File: src/rtl/resp_fifo_pkg.sv
package resp_fifo_pkg;
  typedef struct packed {
    logic clearAll;
    logic loadBytes;
  } slotStrobes_t;
endpackage

File: src/rtl/resp_fifo_ctrl.sv
module resp_fifo_ctrl
  import resp_fifo_pkg::*;
#(
  parameter int NUM_SLOTS = 9,
  localparam int IDX_W = $clog2(NUM_SLOTS + 1)
) (
  input  logic             clk,
  input  logic             rstN,
  input  logic             capValid,
  input  logic             capOk,
  input  logic             rdStrobe,
  output slotStrobes_t     strb,
  output logic [IDX_W-1:0] rdIdx
);
  localparam logic [IDX_W-1:0] LAST_IDX = IDX_W'(NUM_SLOTS);

  logic goodCap;
  logic idxAdvance;

  assign goodCap    = capValid && capOk;
  assign idxAdvance = rdStrobe && !capValid && (rdIdx < LAST_IDX);

  always_comb begin
    strb.clearAll  = capValid;
    strb.loadBytes = goodCap;
  end

  always_ff @(posedge clk or negedge rstN) begin
    if (!rstN)           rdIdx <= '0;
    else if (goodCap)    rdIdx <= '0;
    else if (idxAdvance) rdIdx <= rdIdx + 1'b1;
  end


  idx_bound_chk: assert property (@(posedge clk) disable iff (!rstN)
    rdIdx <= LAST_IDX);


  idx_reset_chk: assert property (@(posedge clk) disable iff (!rstN)
    capValid && capOk |=> rdIdx == '0);


  idx_adv_chk: assert property (@(posedge clk) disable iff (!rstN)
    rdStrobe && !capValid && rdIdx < LAST_IDX |=> rdIdx == $past(rdIdx) + 1'b1);


  idx_hold_chk: assert property (@(posedge clk) disable iff (!rstN)
    rdStrobe && !capValid && rdIdx == LAST_IDX |=> rdIdx == LAST_IDX);


  idx_reject_chk: assert property (@(posedge clk) disable iff (!rstN)
    capValid && !capOk |=> $stable(rdIdx));
endmodule

File: src/rtl/resp_fifo_data.sv
module resp_fifo_data
  import resp_fifo_pkg::*;
#(
  parameter int NUM_SLOTS = 9,
  parameter int SLOT_W    = 16,
  parameter int MAX_BYTES = 16,
  localparam int IDX_W    = $clog2(NUM_SLOTS + 1),
  localparam int CNT_W    = $clog2(MAX_BYTES + 1),
  localparam int HALF_W   = SLOT_W / 2
) (
  input  logic                   clk,
  input  logic                   rstN,
  input  slotStrobes_t           strb,
  input  logic [8*MAX_BYTES-1:0] capBytes,
  input  logic [CNT_W-1:0]       capCount,
  input  logic [IDX_W-1:0]       rdIdx,
  output logic [SLOT_W-1:0]      rdData
);
  logic [SLOT_W-1:0] slotQ [NUM_SLOTS];

  for (genvar s = 0; s < NUM_SLOTS; s++) begin : g_slot
    localparam int LO_POS = 2 * s;
    localparam int HI_POS = 2 * s + 1;
    logic [HALF_W-1:0] loByte;
    logic [HALF_W-1:0] hiByte;

    if (LO_POS < MAX_BYTES) begin : g_lo
      assign loByte = (int'(capCount) > LO_POS) ? capBytes[8*LO_POS +: 8] : '0;
    end else begin : g_lo_none
      assign loByte = '0;
    end

    if (HI_POS < MAX_BYTES) begin : g_hi
      assign hiByte = (int'(capCount) > HI_POS) ? capBytes[8*HI_POS +: 8] : '0;
    end else begin : g_hi_none
      assign hiByte = '0;
    end

    always_ff @(posedge clk or negedge rstN) begin
      if (!rstN)               slotQ[s] <= '0;
      else if (strb.loadBytes) slotQ[s] <= {hiByte, loByte};
      else if (strb.clearAll)  slotQ[s] <= '0;
    end
  end

  always_comb begin
    rdData = '0;
    if (int'(rdIdx) < NUM_SLOTS) rdData = slotQ[rdIdx];
  end


  reject_clear_chk: assert property (@(posedge clk) disable iff (!rstN)
    strb.clearAll && !strb.loadBytes |=> rdData == '0);


  past_end_zero_chk: assert property (@(posedge clk) disable iff (!rstN)
    int'(rdIdx) >= NUM_SLOTS |-> rdData == '0);
endmodule

File: src/rtl/resp_halfword_fifo.sv
module resp_halfword_fifo
  import resp_fifo_pkg::*;
#(
  parameter int NUM_SLOTS = 9,
  parameter int SLOT_W    = 16,
  parameter int MAX_BYTES = 16,
  localparam int IDX_W    = $clog2(NUM_SLOTS + 1),
  localparam int CNT_W    = $clog2(MAX_BYTES + 1)
) (
  input  logic                   clk,
  input  logic                   rstN,
  input  logic                   capValid,
  input  logic                   capOk,
  input  logic [8*MAX_BYTES-1:0] capBytes,
  input  logic [CNT_W-1:0]       capCount,
  input  logic                   rdStrobe,
  output logic [SLOT_W-1:0]      rdData
);
  slotStrobes_t     strb;
  logic [IDX_W-1:0] rdIdx;

  resp_fifo_ctrl #(.NUM_SLOTS(NUM_SLOTS)) u_ctrl (
    .clk(clk), .rstN(rstN), .capValid(capValid), .capOk(capOk),
    .rdStrobe(rdStrobe), .strb(strb), .rdIdx(rdIdx)
  );

  resp_fifo_data #(.NUM_SLOTS(NUM_SLOTS), .SLOT_W(SLOT_W), .MAX_BYTES(MAX_BYTES)) u_data (
    .clk(clk), .rstN(rstN), .strb(strb), .capBytes(capBytes),
    .capCount(capCount), .rdIdx(rdIdx), .rdData(rdData)
  );
endmodule

File: config.mk
export PLATFORM = sky130hd
export DESIGN_NAME = resp_halfword_fifo
export DESIGN_NICKNAME = d
export VERILOG_FILES = /design/src/rtl/resp_fifo_pkg.sv /design/src/rtl/resp_fifo_ctrl.sv /design/src/rtl/resp_fifo_data.sv /design/src/rtl/resp_halfword_fifo.sv
export SDC_FILE = /design/constraint.sdc
export NUM_CORES = 1
export LEC_CHECK = 0
export BUFFER_PORTS_ARGS = -buffer_cell sky130_fd_sc_hd__buf_2
export CORE_UTILIZATION = 53
export CTS_CLUSTER_SIZE = 28
export DETAILED_ROUTE_END_ITERATION = 7
export PLACE_DENSITY = 0.8
export SKIP_CTS_REPAIR_TIMING = 1
export SYNTH_ARGS = -nofsm -noshare
export SYNTH_HDL_FRONTEND = slang
export SYNTH_HIERARCHICAL = 1
export SYNTH_SLANG_ARGS = --single-unit
File: constraint.sdc
create_clock -name clk -period 2.4 [get_ports clk]
set_input_delay 0.48 -clock clk [delete_from_list [all_inputs] [get_ports clk]]
set_output_delay 0.48 -clock clk [all_outputs]
set_load 0.05 [all_outputs]
# Yosys cells after proc, flatten, opt, wreduce, memory -nomap -nowiden
# Index checks and enable logic that the tools add are counted.
word_totals:
  n_memories: 0
  latchBits: 0
  output_inout_bits: 16
  reg_bits: 148
  mem_bits_rw: 0
  wordCells: 69
  mem_bits_ro: 0
  inputBits: 138
op_classes:
  multipliers: 0
  order_cmp: 19
  n_reduce_logical: 6
  mux: 32
  bitwise: 1
  add_sub_neg: 1
  div_mod_pow: 0
  shift: 0
  n_eq_ne: 0
ops:
  columns: ["op", "count"]
  rows:
  - ["$mux 16", 13]
  - ["$mux 8", 16]
  - ["$bmux 16 s4", 1]
  - ["$gt 5x4->1 const B", 8]
  - ["$gt 5x3->1 const B", 4]
  - ["$gt 5x1->1 const B", 2]
  - ["$gt 5x2->1 const B", 2]
  - ["$lt 4x4->1 const B", 2]
  - ["$mux 4", 2]
  - ["$ge 5x5->1 const B", 1]
  - ["$not 4->5", 1]
  - ["$add 4x1->4 const B", 1]
  - ["$reduce_bool 2->1", 2]
  - ["$logic_and 1x1->1", 3]
  - ["$logic_not 1->1", 1]

# Logic depth before layout (Yosys ltp)
depth:
  depth_word: 5
  mapped_depth: 7
  depth_no_buf: 5

# Hierarchy
# The synthesis kept the hierarchy.
by_module_without_submodules:
  columns: ["module", "n_inst", "cells_per_inst", "seq_area_each_um2", "area_per_inst_um2"]
  rows:
  - ["resp_fifo_data", 1, 391, 3203.1, 5765.5]
  - ["resp_fifo_ctrl", 1, 27, 100.1, 266.5]

# Worst setup path after synthesis
# No wires, ideal clock.
synth_timing:
  path_type: "flip-flop to output port"
  startpoint: "register u_ctrl.rdIdx[2]"
  endpoint: "output port rdData[10]"
  t_arrival_ps: 1747
  path_buffers: 1
  required_time_ps: 1920
  slack_ps: 173
  path_stages_with_launch: 5
  cell_sequence: "dfrtp_1 -> buf_1 -> mux4_2 -> mux2i_1 -> nor2_1"
synth_via:
  elab_chain_len: 5
  elab_cells_between_ends: 6
  classes_between: "order compare (1); mux (4); bitwise (1)"
synth_lines:
  columns: ["element", "line", "text"]
  rows:
  - ["start: declaration", "resp_fifo_ctrl.sv:13", "output logic [IDX_W-1:0] rdIdx"]
  - ["start signal: assignment", "resp_fifo_ctrl.sv:31", "else if (idxAdvance) rdIdx <= rdIdx + 1'b1;"]
  - ["$not 4->5 (not written as such)", "resp_fifo_data.sv:48", "if (int'(rdIdx) < NUM_SLOTS) rdData = slotQ[rdIdx];"]
  - ["$bmux 16 s4", "resp_fifo_data.sv:48", null]
  - ["$mux 16 (not written as such) (2 in a row)", "resp_fifo_data.sv:48", null]
  - ["$mux 16 (*)", "resp_fifo_data.sv:48", null]
  - ["end: declaration", "resp_halfword_fifo.sv:17", "output logic [SLOT_W-1:0] rdData"]
# Every way passes the cells marked *; elsewhere a longest branch is shown, timed or not. The select of a mux whose other input is x is not followed.

# Final worst setup path
layout_timing:
  startpoint: "register u_ctrl.rdIdx[1]"
  endpoint: "output port rdData[11]"
# The elaborated chain is that of the path after synthesis.

==> results.md <==
Yosys:
- Counting distinct cell types in the post-synthesis netlist gives 37.
- After synthesis, the cell types taking the most area are dfrtp_1, a22o_1, mux4_1.
- Synthesis produced 418 cells.
- When the netlist entered floorplanning its net count stood at 558.
- The mapped netlist covers 0.006032 mm².
- Dividing the synthesized area by the synthesized cell count gives 14.43 µm².
- The share of synthesized area in the top cell type comes to 0.5476.
- Of the synthesized area, sequential elements account for 0.5476.
- The number of enable flip-flop cells after synthesis is 0.
- In the synthesized netlist the dominant register cell turns out to be dfrtp_1.
- The proportion of register bits with asynchronous set or reset after synthesis is 1.000.
- The yosys synthesis warning count is 6.
- The post-synthesis register bit count is 132.
- The cell type contributing the most total cell area after synthesis is dfrtp_1.

STA:
- The final critical-path required period is 2602 ps.
- Hold is met by 52.36 ps.
- The maximum clock skew at final layout is 3.992 ps.
- In the finished design, the share of the clock period the worst path needs comes to 1.084.
- Setup violations remaining at the end of the flow were counted as 16.
- Setup repair after global routing could not meet its margin everywhere.
- The final number of hold-violating endpoints is 0.
- Across all setup checks in the final design, the least slack found is -202.0 ps.
- At the pin with the least slew margin, the transition time is 769.8 ps.
- Headroom to the max-slew limit came out at 0.4856.
- The max-slew violation total from the final report is 0.
- Based on the critical path, the design can be clocked at up to 384.3 MHz.

Detailed routing:
- After the first detailed-routing iteration, the DRC count stood at 394.
- Dividing the detail-routed via count by the number of cells gives 6.297.
- The post-detailed-route count of antenna-violating nets is 0.
- In the routed design, unresolved DRC markers number 0.
- After detailed routing, the total wire length is 16.44 mm.
- The routed layout has 4,559 vias.
- The first detailed-routing pass took 5 iterations.
- The routed wire length per instance is 22.71 µm.

Worst setup path:
- Counting both buffers and inverters, the worst setup path holds a total of 2.
- The maximum fanout count along the critical path is 11.
- The worst setup path is of the reg2out kind.
- The critical path goes through buf_6, mux4_1, mux2i_1, nor2_1, buf_2.
- The cell family contributing the most delay on the critical path is multiplexers.
- The type of element capturing the critical path is an output pin.
- The cell at the slowest stage of the critical path is mux4_1.
- The kind of start point of the critical path is a register.
- On the worst path, the slowest cell contributes a delay of 600 ps.
- The number of cells on the critical path is 5.
- The number of cells on the worst reg-to-reg path is 6.
- Data on the critical path arrives at its endpoint at 2120 ps.
- The required arrival time at the worst endpoint is 1920 ps.

Layout:
- The multi-input logic area is 0.002489 mm².
- The post-layout net count is 711.
- The area growth from synthesis to layout is 26.82%.
- Across the whole layout, storage elements account for 0.003304 mm².
- The share of final-layout standard cells stronger than drive strength 1 is 0.3887.
- The final cell area excluding filler cells is 0.007650 mm².
- The non-filler instance count after layout is 724.
- Counting the fill cells in the layout gives 744.
- The repair_antennas step left the layout with diodes totalling 0.

Global route:
- The overall fraction of global-route tracks in use is 0.2959.
- The pin count of the biggest net entering global routing is 57.
- The first-pass GRT wire length is 25.02 mm.
- The via count of the first global-routing pass is 4,674.
- The initial antenna violation count is 0.
- The remaining global-route overflow is 0.

Power and ir drop:
- Summed over all cells, the static leakage comes to 3.860 nW.
- After layout, the design draws a total of 6.951 mW.
- The worst supply voltage drop on vdd is 0.7150 mV.
- The areal power density over the cells is 908.7 mW/mm².

Floorplanning:
- From bottom edge to top edge, the die measures 108.7 µm.
- The die extent in x is 108.7 µm.
- In this run the count of I/O pins placed on the die edge is 154.
- The area of the core is 0.01098 mm².
- The initial standard-cell utilization of the core is 0.5492.
- Row generation in the floorplan step produced 38 rows.
- The floorplan step defined a die boundary enclosing 0.01181 mm².

Placement:
- The global placement routability congestion is 0.8790.
- The number of placed instances, taps included, is 691.
- Input and output buffers added on the ports amount to 153.
- In this run the cell area measured after placement is 0.006998 mm².
- After legalization and detailed placement, the total HPWL measured 10.94 mm.
- The post-placement setup slack is 235.1 ps.

Run status:
- The flow ran to the end, but the final reports show violations.
- The checks that failed: negative setup slack.

CTS:
- CTS saw 132 sinks.
- The clock transition at the registers of the reported paths is 60 ps.
- In this run the clock root is driven by a clkbuf_16.
- The number of buffers on the longest clock path is 2.
- TritonCTS built the clock tree.
- The clock tree synthesis step divided the H-tree into 4 levels.
- The number of clock buffers added by TritonCTS is 17.
- For the worst-skew pair, the clock arrives at the later sink with an insertion delay of 410 ps.

Hold path:
- The worst min-delay path class is in2async.

Flow run:
- The number of maximum-capacitance violations is 0.
worst paths after layout:
check | start | endpoint | slack [ps]
setup reg to reg | u_ctrl/rdIdx[1]$_DFFE_PN0P_ | u_ctrl/rdIdx[0]$_DFFE_PN0P_ | 850
min in group clk | capBytes[36] | u_data/slotQ[100]$_DFFE_PN0P_ | 280
hold reg to reg | u_data/slotQ[55]$_DFFE_PN0P_ | u_data/slotQ[55]$_DFFE_PN0P_ | 490
max in group asynchronous | rstN | u_data/slotQ[139]$_DFFE_PN0P_ | 1690
hold / removal | rstN | u_data/slotQ[45]$_DFFE_PN0P_ | 50
setup / recovery | u_ctrl/rdIdx[1]$_DFFE_PN0P_ | rdData[11] | -200
worst register-to-register path, stage by stage (launching register included):
cell,delay [ps]
dfrtp_2,440
clkbuf_16,210
inv_1,70
ha_1,170
nor2b_2,160
o21ai_4,190
mux2i_1,220
cell usage in the layout (no fill, tap or decap), types with 2 or more instances in the layout:
master      synthesis  layout
a21boi_1            3       3
a21boi_2            2       2
a21o_1              2       2
a22o_1            120     120
a32o_1              8       8
buf_12              0       5
buf_2              12     149
buf_4               2      16
buf_6               4       4
bufinv_16           0       3
clkbuf_16           0      18
clkbuf_8            0       3
clkinv_2            0       3
clkinvlp_4          0       4
dfrtp_1           132     131
ha_1                2       2
inv_1               7       7
mux2i_1            18      18
mux4_1             23      19
mux4_2              9      13
nand2_1             5       5
nand3_1             2       2
nor2_1             18      17
nor2b_1             6       6
o21a_1              4       4
area by class of cell:
cell class	instances	share of cell area
repair buffers	175	0.1354
inverters	7	0.003435
flip-flops and latches	132	0.4320
clock inverters	12	0.01995
clock buffers	20	0.06101
multi-input cells	238	0.3253
well taps	140	0.02290
sequential cells by signal, indices dropped and copies added, names as in the netlist:
register,cells
u_ctrl/rdIdx,4
u_data/slotQ,128
per-layer routing:
layer	global-route usage	routed length, µm	vias to the layer above
met1	0.3874	6767	2314
met4	0.08977	296	0
met3	0.08906	1316	28
li1	-	-	1975
met2	0.4788	8062	242
met5	0	0	-
stage by stage:
step                      TNS [ps]    util
after detailed placement         0  0.6372
after CTS                    -2674  0.6936
after floorplan                  0       -
final                        -2455  0.6965
after global routing         -3560  0.6965
after global placement           0  0.6372
logic make-up after synthesis:
family | share of synthesized area
fa+ha+maj | 0.004148
mux | 0.1637
buf+inv | 0.03858
simple gates | 0.03008
compound gates | 0.2159
flops | 0.5476
synth_stat cells, types with 3 or more instances:
master,n
nand2_1,5
clkbuf_1,16
o21a_1,4
a21boi_1,3
a32o_1,8
mux2i_1,18
a22o_1,120
buf_1,7
inv_1,7
nor2_1,18
dfrtp_1,132
nor2b_1,6
buf_6,4
mux4_1,23
mux4_2,9
buf_2,12
report_power, final:
part	switching, mW	internal, mW	leakage [nW]
logic	1.01	0.777	1.80
clock network	0.968	1.71	0.294
registers	0.108	2.38	1.77
total	2.08	4.87	3.86
Note: power is estimated with default switching activity, not from simulation.
